--- config.mk ---
export PLATFORM = sky130hd
export DESIGN_NAME = msq_top
export DESIGN_NICKNAME = d
export VERILOG_FILES = /design/src/rtl/msq_pkg.sv /design/src/rtl/msq_fsm.sv /design/src/rtl/msq_holdoff.sv /design/src/rtl/msq_busctl.sv /design/src/rtl/msq_top.sv
export SDC_FILE = /design/constraint.sdc
export NUM_CORES = 1
export LEC_CHECK = 0
export BUFFER_PORTS_ARGS = -buffer_cell sky130_fd_sc_hd__buf_2
export CAP_MARGIN = 25
export CORE_UTILIZATION = 45
export CTS_BUF_LIST = sky130_fd_sc_hd__clkbuf_8
export CTS_CLUSTER_DIAMETER = 50
export DETAILED_ROUTE_END_ITERATION = 6
export HOLD_SLACK_MARGIN = 0.06
export PLACE_DENSITY_LB_ADDON = 0.2
export SYNTH_ARGS = -nofsm -noshare
export SYNTH_HDL_FRONTEND = slang
export SYNTH_SLANG_ARGS = --single-unit
--- constraint.sdc ---
create_clock -name clk -period 1.95 [get_ports clk]
set_input_delay 0.39 -clock clk [delete_from_list [all_inputs] [get_ports clk]]
set_output_delay 0.39 -clock clk [all_outputs]
set_load 0.02 [all_outputs]
--- src/rtl/msq_pkg.sv ---
package msq_pkg;

    localparam int KIND_W = 3;
    localparam int LEN_W  = 3;
    localparam int ST_W   = 4;

    typedef enum logic [ST_W-1:0] {
        TS_T1    = 4'd0,
        TS_T2    = 4'd1,
        TS_TW    = 4'd2,
        TS_T3    = 4'd3,
        TS_T4    = 4'd4,
        TS_T5    = 4'd5,
        TS_T6    = 4'd6,
        TS_RESET = 4'd7,
        TS_HALT  = 4'd8,
        TS_HOLD  = 4'd9
    } tstate_e;

    typedef enum logic [KIND_W-1:0] {
        K_FETCH = 3'd0,
        K_MRD   = 3'd1,
        K_MWR   = 3'd2,
        K_IORD  = 3'd3,
        K_IOWR  = 3'd4,
        K_INTA  = 3'd5,
        K_RSTV  = 3'd6,
        K_SPARE = 3'd7
    } kind_e;

    typedef struct packed {
        kind_e            kind;
        logic [LEN_W-1:0] len;
        logic             idle;
    } desc_t;

    typedef struct packed {
        logic [1:0] st;
        logic       io_m;
        logic       ale;
        logic       rd_n;
        logic       wr_n;
        logic       inta_n;
        logic       hi_oe;
        logic       lo_oe;
        logic       ctl_oe;
    } bus_ctl_t;

    // cycle kinds that pulse the read strobe
    function automatic logic kind_reads(kind_e k);
        return (k == K_FETCH) || (k == K_MRD) || (k == K_IORD);
    endfunction

    // cycle kinds that pulse the write strobe and drive data
    function automatic logic kind_writes(kind_e k);
        return (k == K_MWR) || (k == K_IOWR);
    endfunction

    // cycle kinds that select IO space for the whole cycle
    function automatic logic kind_io(kind_e k);
        return (k == K_IORD) || (k == K_IOWR) || (k == K_INTA);
    endfunction

    function automatic logic [1:0] kind_status(kind_e k);
        logic [1:0] s;
        case (k)
            K_FETCH, K_INTA, K_RSTV: s = 2'b11;
            K_MRD, K_IORD:           s = 2'b10;
            K_MWR, K_IOWR:           s = 2'b01;
            default:                 s = 2'b00;
        endcase
        return s;
    endfunction

    // state after which a cycle of the given length finishes
    function automatic tstate_e final_state(logic [LEN_W-1:0] len);
        tstate_e s;
        if (int'(len) <= 3)       s = TS_T3;
        else if (int'(len) == 4)  s = TS_T4;
        else if (int'(len) == 5)  s = TS_T5;
        else                      s = TS_T6;
        return s;
    endfunction

    function automatic logic in_cycle(tstate_e s);
        return (s == TS_T1) || (s == TS_T2) || (s == TS_TW) || (s == TS_T3) ||
               (s == TS_T4) || (s == TS_T5) || (s == TS_T6);
    endfunction

    function automatic logic in_strobe(tstate_e s);
        return (s == TS_T2) || (s == TS_TW) || (s == TS_T3);
    endfunction

    function automatic logic in_tail(tstate_e s);
        return (s == TS_T4) || (s == TS_T5) || (s == TS_T6);
    endfunction

endpackage

--- src/rtl/msq_fsm.sv ---
module msq_fsm
    import msq_pkg::*;
(
    input  logic    clk,
    input  logic    rst,
    input  desc_t   desc_in,
    input  logic    ready,
    input  logic    hold_req,
    input  logic    halt_req,
    input  logic    vint,
    output tstate_e state,
    output desc_t   desc_q,
    output logic    hlda,
    output logic    desc_load
);

    tstate_e nxt;
    tstate_e end_nxt;
    logic    at_last;

    always_comb begin
        // decision taken when the current cycle runs out
        if (hold_req)
            end_nxt = TS_HOLD;
        else if (halt_req && !vint)
            end_nxt = TS_HALT;
        else
            end_nxt = TS_T1;

        at_last = (state == final_state(desc_q.len));

        case (state)
            TS_RESET: nxt = TS_T1;
            TS_T1:    nxt = TS_T2;
            TS_T2,
            TS_TW:    nxt = ready ? TS_T3 : TS_TW;
            TS_T3:    nxt = at_last ? end_nxt : TS_T4;
            TS_T4:    nxt = at_last ? end_nxt : TS_T5;
            TS_T5:    nxt = at_last ? end_nxt : TS_T6;
            TS_T6:    nxt = end_nxt;
            TS_HALT:  nxt = vint ? TS_T1 : TS_HALT;
            TS_HOLD:  nxt = hold_req ? TS_HOLD : TS_T1;
            default:  nxt = TS_RESET;
        endcase

        if (rst)
            nxt = TS_RESET;

        desc_load = (nxt == TS_T1);
    end

    always_ff @(negedge clk) begin
        if (rst) begin
            state  <= TS_RESET;
            hlda   <= 1'b0;
            desc_q <= desc_t'('0);
        end else begin
            state <= nxt;
            hlda  <= (nxt == TS_HOLD);
            if (desc_load)
                desc_q <= desc_in;
        end
    end

endmodule

--- src/rtl/msq_holdoff.sv ---
module msq_holdoff #(
    parameter int HOLD_LAG = 1
) (
    input  logic clk,
    input  logic rst,
    input  logic hlda,
    output logic bus_off
);

    generate
        if (HOLD_LAG == 0) begin : g_direct
            assign bus_off = hlda;
        end else begin : g_chain
            logic [HOLD_LAG-1:0] sh;
            for (genvar i = 0; i < HOLD_LAG; i++) begin : g_stage
                always_ff @(negedge clk) begin
                    if (rst)
                        sh[i] <= 1'b0;
                    else if (i == 0)
                        sh[i] <= hlda;
                    else
                        sh[i] <= hlda & sh[(i == 0) ? 0 : i-1];
                end
            end
            // released together with hlda, asserted HOLD_LAG edges later
            assign bus_off = sh[HOLD_LAG-1] & hlda;
        end
    endgenerate

endmodule

--- src/rtl/msq_busctl.sv ---
module msq_busctl
    import msq_pkg::*;
(
    input  tstate_e  state,
    input  desc_t    desc,
    input  logic     bus_off,
    output bus_ctl_t ctl
);

    logic strobe_on;

    always_comb begin
        strobe_on  = in_strobe(state) && !desc.idle;

        ctl        = '0;
        ctl.rd_n   = 1'b1;
        ctl.wr_n   = 1'b1;
        ctl.inta_n = 1'b1;
        ctl.ctl_oe = !bus_off;

        if (in_cycle(state)) begin
            ctl.st    = kind_status(desc.kind);
            ctl.hi_oe = 1'b1;
            ctl.ale   = (state == TS_T1) && !desc.idle;
            ctl.lo_oe = !desc.idle &&
                        ((state == TS_T1) || (in_strobe(state) && kind_writes(desc.kind)));
            ctl.io_m  = kind_io(desc.kind) ||
                        ((desc.kind == K_RSTV) && in_tail(state));
            if (strobe_on) begin
                ctl.rd_n   = !kind_reads(desc.kind);
                ctl.wr_n   = !kind_writes(desc.kind);
                ctl.inta_n = !(desc.kind == K_INTA);
            end
        end else if (state == TS_HOLD) begin
            ctl.hi_oe = !bus_off;
            ctl.lo_oe = !bus_off;
        end
    end

endmodule

--- src/rtl/msq_top.sv ---
module msq_top
    import msq_pkg::*;
#(
    parameter int HOLD_LAG = 1
) (
    input  logic              clk,
    input  logic              rst,
    input  logic [KIND_W-1:0] cyc_kind,
    input  logic [LEN_W-1:0]  cyc_len,
    input  logic              cyc_idle,
    input  logic              ready,
    input  logic              hold_req,
    input  logic              halt_req,
    input  logic              vint,
    output logic [ST_W-1:0]   t_state,
    output logic              desc_load,
    output logic              hlda,
    output logic [1:0]        st,
    output logic              io_m,
    output logic              ale,
    output logic              rd_n,
    output logic              wr_n,
    output logic              inta_n,
    output logic              hi_oe,
    output logic              lo_oe,
    output logic              ctl_oe
);

    desc_t    desc_in;
    desc_t    cur_desc;
    tstate_e  state;
    logic     bus_off;
    bus_ctl_t ctl;

    assign desc_in = '{kind: kind_e'(cyc_kind), len: cyc_len, idle: cyc_idle};

    msq_fsm u_fsm (
        .clk       (clk),
        .rst       (rst),
        .desc_in   (desc_in),
        .ready     (ready),
        .hold_req  (hold_req),
        .halt_req  (halt_req),
        .vint      (vint),
        .state     (state),
        .desc_q    (cur_desc),
        .hlda      (hlda),
        .desc_load (desc_load)
    );

    msq_holdoff #(.HOLD_LAG(HOLD_LAG)) u_holdoff (
        .clk     (clk),
        .rst     (rst),
        .hlda    (hlda),
        .bus_off (bus_off)
    );

    msq_busctl u_busctl (
        .state   (state),
        .desc    (cur_desc),
        .bus_off (bus_off),
        .ctl     (ctl)
    );

    assign t_state = state;
    assign st      = ctl.st;
    assign io_m    = ctl.io_m;
    assign ale     = ctl.ale;
    assign rd_n    = ctl.rd_n;
    assign wr_n    = ctl.wr_n;
    assign inta_n  = ctl.inta_n;
    assign hi_oe   = ctl.hi_oe;
    assign lo_oe   = ctl.lo_oe;
    assign ctl_oe  = ctl.ctl_oe;

endmodule

==> results_dict.tcl, run 1 <==
set metrics [dict create \
    synth_seq_cells 13 \
    clockBufferDepth 2 \
    gp_congestion 0.874 \
    synthArstFlopShare_pct 0 \
    last-stage-reached "5_1_grt" \
    ys_seq_area_share_pct 25.9 \
    fp-row-count 16 \
    grt_max_degree 13 \
    numCtsBuffers 3 \
    die_h_um 49.3 \
    synth_cell_type_count 53 \
    cts_root_buffer "clkbuf_8" \
    dp_hpwl_um 2240 \
    syn_avg_cell_area_um2 8.37 \
    cts_num_sinks 13 \
    ioPinCount 29 \
    synth.area.mux_share_pct 9.22 \
    worstEndpointType "primary output" \
    synth-adder-area-share_pct 0 \
    syn_nets 133 \
    cts_htree_levels 1 \
    grt-worst-endpoint "desc_load" \
    error_line "[ERROR DPL-0038] Utilization greater than 100%, impossible to legalize" \
    ys.warnings.count 0 \
    synth_ff_type "dfxtp_1" \
    synth_top_family_by_area "simple AND/OR/NAND/NOR gates" \
    synth-edff-count 0 \
    synth_compound_area_share_pct 23.7 \
    start_util_pct 49.7 \
    synthXorXnorAreaFrac_pct 1.74 \
    dieWidth_um 49.3 \
    portBuffers 28 \
    synth_area_um2 1000 \
    synth-simple-area-share_pct 32.5 \
    netlist_instances 120 \
    status "aborted with a tool error" \
]
-- cells by family after synthesis --
| group | Yosys count |
|---|---|
| and+or+nand+nor | 50 |
| DFF | 13 |
| muxes | 8 |
| AOI/OAI and AO/OA | 33 |
| xor gates and xnor gates | 2 |
| buffers and inverters | 14 |
-- metrics by stage --
| step | instance area (um2) | std cells | worst slack [ps] |
|---|---|---|---|
| after floorplan | 1130 | 120 | -902 |
| after global placement | 1510 | 206 | -1030 |
| after detailed placement | 1510 | 206 | -1070 |
| after CTS | 1860 | 232 | -1200 |
-- synthesized netlist by cell type (all sizes together), types with 2 or more instances --
master	number	area share, %
dfxtp	13	26
nor2b	10	7.0
a21oi	9	4.5
nor2	8	3.0
mux2	7	8.2
inv	6	2.2
nand2b	6	3.7
buf	5	3.6
nand2	5	1.9
clkbuf	3	1.1
nor3	3	1.5
o21ai	3	1.5
a211oi	2	1.5
a21o	2	1.5
nand3	2	1.0
nand3b	2	1.5
nand4b	2	3.2
nor4	2	1.2
-- repair_timing --
item | CTS
setup buffers | 11
resized for setup | 53
hold buffers | 0
pin swaps | 9
setup endpoints to repair | 26
==> run 2, diff against run 1 <==
--- a/config.mk
+++ b/config.mk
@@ -7,12 +7,10 @@
 export LEC_CHECK = 0
 export BUFFER_PORTS_ARGS = -buffer_cell sky130_fd_sc_hd__buf_2
 export CAP_MARGIN = 25
-export CORE_UTILIZATION = 45
-export CTS_BUF_LIST = sky130_fd_sc_hd__clkbuf_8
-export CTS_CLUSTER_DIAMETER = 50
+export CORE_AREA = 2 2 63 65
 export DETAILED_ROUTE_END_ITERATION = 6
-export HOLD_SLACK_MARGIN = 0.06
-export PLACE_DENSITY_LB_ADDON = 0.2
+export DIE_AREA = 0 0 65 67
+export PLACE_DENSITY_LB_ADDON = 0.15
 export SYNTH_ARGS = -nofsm -noshare
 export SYNTH_HDL_FRONTEND = slang
 export SYNTH_SLANG_ARGS = --single-unit
==> run 2 against run 1 <==
Compared with the run above:
- the flow now finishes, with violations (setup timing)
- synthesized cell count is the same
- area after synthesis unchanged
==> results_dict.tcl, run 2 <==
set metrics [dict create \
    drv_cap 0 \
    drtIter0Drc 42 \
    violations "setup timing" \
    num_vias 1211 \
    largest_reg_flops 7 \
    p_leak_nw 0.932 \
    rsz0062_at_grt "yes" \
    largest_register "u_fsm.desc_q" \
    fin_ws_ps -1220 \
    ys_seq_area_share_pct 25.9 \
    die_area_um2 4360 \
    worstHoldPathCells 2 \
    start_kind "register" \
    cts_hold_buf 0 \
    clock_latency_ps 330 \
    die_h_um 67 \
    slew_headroom_pct 76.9 \
    dpl_cell_area_um2 1530 \
    criticalPathCategory "register to primary output" \
    gp_congestion 0.840 \
    grt_usage_pct 15.9 \
    coreArea_um2 3610 \
    ant_nets 0 \
    grt_max_degree 13 \
    status "finished with violations" \
    reg_top3 "u_fsm.desc_q (7), u_fsm.state (4)" \
    crit_family "compound AO/OA/AOI/OAI gates" \
    setup_viol 26 \
    antenna_found_initial 0 \
    syn_nets 133 \
    cp_slowest_cell "dfxtp_4" \
    r2r_end "u_fsm.desc_q[2]$_SDFFE_NP0N_" \
    wirelength_um 3210 \
    synth_area_um2 1000 \
    path_buf_inv 3 \
    cts_htree_levels 1 \
    dieWidth_um 65 \
    portBuffers 28 \
    final_cell_mix "38 x buf_4, 28 x buf_6, 16 x inv_1, 11 x buf_2, 9 x nor2b_1" \
    drt_first_pass_iters 4 \
    worst_ep_arrival_time_ps 2780 \
    grt_pass1_vias 1238 \
    yosysTopAreaCellShare_pct 25.9 \
    min_to "u_holdoff.g_chain.sh$_SDFF_NP0_" \
    hold_viol 0 \
    peakVddDrop_uv 680 \
    synthArstFlopShare_pct 0 \
    numCtsBuffers 3 \
    worst_pin_slew_ps 341 \
    syn2layout_area_growth_pct 98.9 \
    skew_ps 26.0 \
    dp_hpwl_um 2240 \
    synth_area_leaders "dfxtp_1 26%, mux2_2 6.7%, nor2b_1 5.6%" \
    power_mw 3.34 \
    hp-start "u_fsm.hlda$_SDFF_NP0_" \
    post_drt_wl_per_cell_um 12.6 \
    cts_root_buffer "clkbuf_8" \
    p_per_area_nw_per_um2 1670 \
    diodes 0 \
    crit_fanout 7 \
    syn_avg_cell_area_um2 8.37 \
    r2r_slack_ps -170 \
    drc 0 \
    fp-row-count 22 \
    synth_top_area_cell "dfxtp_1" \
    synth_seq_cells 13 \
    clockBufferDepth 2 \
    layout_commonest_cell "buf_4" \
    stdcell_area_um2 2000 \
    synth-edff-count 0 \
    yosys.cell_count.top_type "dfxtp_1" \
    slew_viol_final 0 \
    fin_util_pct 55.4 \
    grt_overflow 0 \
    drive_gt1_share_pct 61.1 \
    start_util_pct 27.9 \
    grt_pass1_wl_um 5440 \
    end_kind "primary output" \
    synth_ff_type "dfxtp_1" \
    nets 222 \
    r2r-start "u_fsm.state[2]$_SDFF_NP1_" \
    synthTopCellsByCount "13 x dfxtp_1, 9 x a21oi_1, 9 x nor2b_1" \
    cts_num_sinks 13 \
    cts_tree "built" \
    ys.warnings.count 0 \
    reg2reg_depth 9 \
    slowest_delay_ps 390 \
    path_cells "buf_6 -> a21bo_4 -> a211oi_2 -> a2bb2oi_2 -> nand4b_4 -> inv_4 -> buf_6" \
    netlist_instances 120 \
    required_ps 1560 \
    path_clk_slew_ps 50 \
    cpMostUsedCell "buf_6" \
    ioPinCount 29 \
    synth_cell_type_count 53 \
    viasPerCell 4.73 \
    min_path_type "register to register" \
]
==> run 2: metal layers <==
layer | up-vias | share of wire [%] | global-route usage [%]
met5 | - | 0 | 0
met2 | 23 | 50 | 26.5
li1 | 619 | - | -
met1 | 565 | 46 | 19.2
met4 | 0 | 1.2 | 7.18
met3 | 4 | 3.3 | 3.72
==> run 2: cell type report <==
class                           instances  area (um2)
Multi-Input combinational cell         93         836
Clock inverter                         14        52.6
Tap cell                               48        60.1
Clock buffer                            3        41.3
Timing Repair Buffer                   80         706
Fill cell                             342        1610
Sequential cell                        13         277
Inverter                                5        26.3
==> run 2: how the worst max path moves through the flow <==
stage               slack [ps]                           end  depth (start not counted)                       from
floorplan                 -900                     desc_load                          6  u_fsm.state[1]$_SDFF_NP1_
global placement         -1010  u_fsm.desc_q[5]$_SDFFE_NP0N_                          7                   hold_req
detailed placement       -1040  u_fsm.desc_q[2]$_SDFFE_NP0N_                          7                   hold_req
CTS                      -1230                     desc_load                          7  u_fsm.state[2]$_SDFF_NP1_
global route             -1260                     desc_load                          6  u_fsm.state[0]$_SDFF_NP1_
finish                   -1220                     desc_load                          7  u_fsm.state[2]$_SDFF_NP1_
==> run 2: power breakdown <==
| group | total (mW) | internal, mW | leakage, nW | switching, mW |
|---|---|---|---|---|
| logic | 2.47 | 1.41 | 0.727 | 1.06 |
| clock network | 0.350 | 0.175 | 0.0961 | 0.175 |
| registers | 0.524 | 0.377 | 0.109 | 0.148 |
| total | 3.34 | 1.96 | 0.932 | 1.38 |
==> run 2: metrics by stage <==
stage                     instances  hold slack [ps]  setup TNS (ps)  worst slack (ps)
after global routing            256              619          -20710             -1260
after detailed placement        225              571          -17380             -1040
after floorplan                 120              522          -12950              -902
final                           256              575          -19540             -1220
after CTS                       254              660          -19470             -1230
after global placement          225              552          -17040             -1010
==> run 2: logic make-up after synthesis <==
family | share of synthesized area, %
xor+xnor | 1.74
mux | 9.21
compound gates | 23.7
buf+inv | 6.97
simple gates | 32.5
flops | 25.9
==> run 2: worst min-delay path, delay by kind of cell, from the launching register on <==
kind,cells,cell delay (ps)
buffers and inverters,1,100
DFF,1,330
and+or+nand+nor,1,110
==> run 2: repair_timing <==
item / CTS / global route
pin swaps: 7 / 7
buffers inserted: 13 / 3
gates resized for setup: 57 / 22
gates cloned: 0 / 0
setup endpoints to repair: 26 / 26
Power figures use the tool's default switching activity.
==> run 3, diff against run 2 <==
==> constraint.sdc (replaced) <==
create_clock -name clk -period 3.35 [get_ports clk]
set_input_delay 0.67 -clock clk [delete_from_list [all_inputs] [get_ports clk]]
set_output_delay 0.67 -clock clk [all_outputs]
set_load 0.02 [all_outputs]
==> run 3 against run 2 <==
Compared with the run above:
- the flow still finishes with violations (setup timing)
- critical path type is now primary input to register
- clock-buffer cell count unchanged
- global-route usage increased by 0.48 points
- via count increased by 3.0%
- worst hold slack improved by 9.2 ps
==> results_dict.tcl, run 3 (synthesized netlist as in run 2, its figures left out) <==
set metrics [dict create \
    routed.top_layer "met4" \
    worst-path-stages 13 \
    hp-start "u_fsm.hlda$_SDFF_NP0_" \
    drive_gt1_share_pct 59.4 \
    largest_register "u_fsm.desc_q" \
    fin_ws_ps -841 \
    drt-met1-wl_um 1590 \
    ioPinCount 29 \
    crit_start "hold_req" \
    reg_top3 "u_fsm.desc_q (7), u_fsm.state (4)" \
    crit_fanout 3 \
    drv_cap 0 \
    criticalPathCategory "primary input to register" \
    rsz0062_at_grt "yes" \
    cts_root_buffer "clkbuf_8" \
    viasPerCell 4.71 \
    critPathCapture "u_fsm.desc_q[6]$_SDFFE_NP0N_" \
    path_clk_slew_ps 30 \
    r2r_slack_ps 870 \
    fillers 331 \
    grt_pass1_wl_um 5590 \
    wirelength_um 3520 \
    pre_cts_ws_ps -622 \
    setup_viol 20 \
    end_kind "register" \
    p_leak_nw 0.952 \
    largest_reg_flops 7 \
    worst_pin_slew_ps 341 \
    grt_max_degree 14 \
    violations "setup timing" \
    skew_ps 7.04 \
    dieWidth_um 65 \
    path_buf_inv 8 \
    slew_viol_final 0 \
    r2r-start "u_fsm.state[0]$_SDFF_NP1_" \
    reg2reg_depth 13 \
    numCtsBuffers 3 \
    min_path_type "register to register" \
    start_kind "primary input" \
    cts_num_sinks 13 \
    syn2layout_area_growth_pct 101 \
    nets 231 \
    clock_latency_ps 310 \
    wl_met3_um 159 \
    status "finished with violations" \
    p_per_area_nw_per_um2 995 \
    cp_slowest_cell "a221o_1" \
    worst_ep_arrival_time_ps 2710 \
    drc 0 \
    fin_cells 265 \
    ant_nets 0 \
    cpMostUsedCell "buf_6" \
    final_cell_mix "43 x buf_4, 27 x buf_6, 18 x buf_2, 17 x inv_1, 9 x nor2b_1" \
    r2r_end "u_fsm.desc_q[6]$_SDFFE_NP0N_" \
    grt_overflow 0 \
    cts_htree_levels 1 \
    die_h_um 67 \
    fp-row-count 22 \
    drtIter0Drc 27 \
    layout_commonest_cell "buf_4" \
    dp_hpwl_um 2230 \
    hold_viol 0 \
    wl_met2_um 1730 \
    path_cells "buf_6 -> a211o_1 -> a221o_1 -> nor2b_4 -> nand4b_4 -> buf_4 -> buf_6 -> buf_6 -> buf_6 -> buf_6 -> buf_6 -> buf_6 -> mux2_4" \
    start_util_pct 27.9 \
    grt_usage_pct 16.3 \
    portBuffers 28 \
    drt_first_pass_iters 4 \
    diodes 0 \
    peakVddDrop_uv 353 \
    gp_congestion 0.810 \
    dp.cells 221 \
    required_ps 1870 \
    cts_tree "built" \
    num_vias 1247 \
    coreArea_um2 3610 \
    die_area_um2 4360 \
    post_drt_wl_per_cell_um 13.3 \
    antenna_found_initial 0 \
    crit_family "buffers and inverters" \
    clockBufferDepth 2 \
    slowest_delay_ps 350 \
    grt_pass1_vias 1294 \
    slew_headroom_pct 77.1 \
]
## run 3: final cells by class
| class | instances | area, um2 | area share, % |
|---|---|---|---|
| sequential | 13 | 274 | 13.6 |
| multi-input combinational | 93 | 838 | 41.5 |
| clock buffer | 3 | 41.3 | 2.04 |
| clock inverter | 14 | 52.6 | 2.60 |
| inverter | 5 | 21.3 | 1.05 |
| timing repair buffer | 89 | 732 | 36.2 |
| tap | 48 | 60.1 | 2.97 |
## run 3: power by group
part	total (mW)	leakage, nW	switching, mW	internal (mW)
combinational	1.52	0.747	0.661	0.863
clock	0.197	0.0961	0.0948	0.102
sequential	0.290	0.109	0.0709	0.219
total	2.01	0.952	0.826	1.18
## run 3: per-layer routing
| metal | vias to the layer above | GRT usage (%) |
|---|---|---|
| li1 | 634 | - |
| met1 | 579 | 19.2 |
| met2 | 30 | 27.1 |
| met5 | - | 0 |
| met3 | 4 | 5.57 |
| met4 | 0 | 6.91 |
## run 3: worst min path at each step
stage / to / cells past startpoint
after floorplan: u_holdoff.g_chain.sh$_SDFF_NP0_ / 1
after global placement: u_holdoff.g_chain.sh$_SDFF_NP0_ / 2
after detailed placement: u_holdoff.g_chain.sh$_SDFF_NP0_ / 2
after CTS: u_holdoff.g_chain.sh$_SDFF_NP0_ / 2
after global routing: u_holdoff.g_chain.sh$_SDFF_NP0_ / 2
final: u_holdoff.g_chain.sh$_SDFF_NP0_ / 2
## run 3: metrics by stage
step / hold slack (ps) / setup TNS, ps / power [mW] / utilization (%) / instance area, um2
after detailed placement: 579 / -7840 / 1.32 / 41.4 / 1490
after CTS: 609 / -9040 / 1.81 / 50.4 / 1820
final: 584 / -11790 / 2.01 / 56.0 / 2020
after global routing: 631 / -12660 / 2.16 / 56.0 / 2020
after global placement: 554 / -7640 / 1.31 / 41.4 / 1490
after floorplan: 558 / -5030 / 1.01 / - / 1110
## run 3: worst register-to-register path, stage by stage, from the launching register on
cell,delay (ps)
dfxtp_4,360
buf_6,120
and4b_1,250
a22oi_2,110
o211ai_1,290
nand4b_4,160
buf_4,160
buf_6,100
buf_6,100
buf_6,100
buf_6,100
buf_6,110
buf_6,110
mux2_4,280
## run 3: timing repair
item / CTS / global route
cloned: 1 / 0
endpoints found under the hold margin: 0 / 0
hold buffers: 0 / 0
pin swaps: 9 / 14
buffers inserted: 12 / 15
gates resized for setup: 43 / 22
endpoints found under the setup margin: 20 / 21
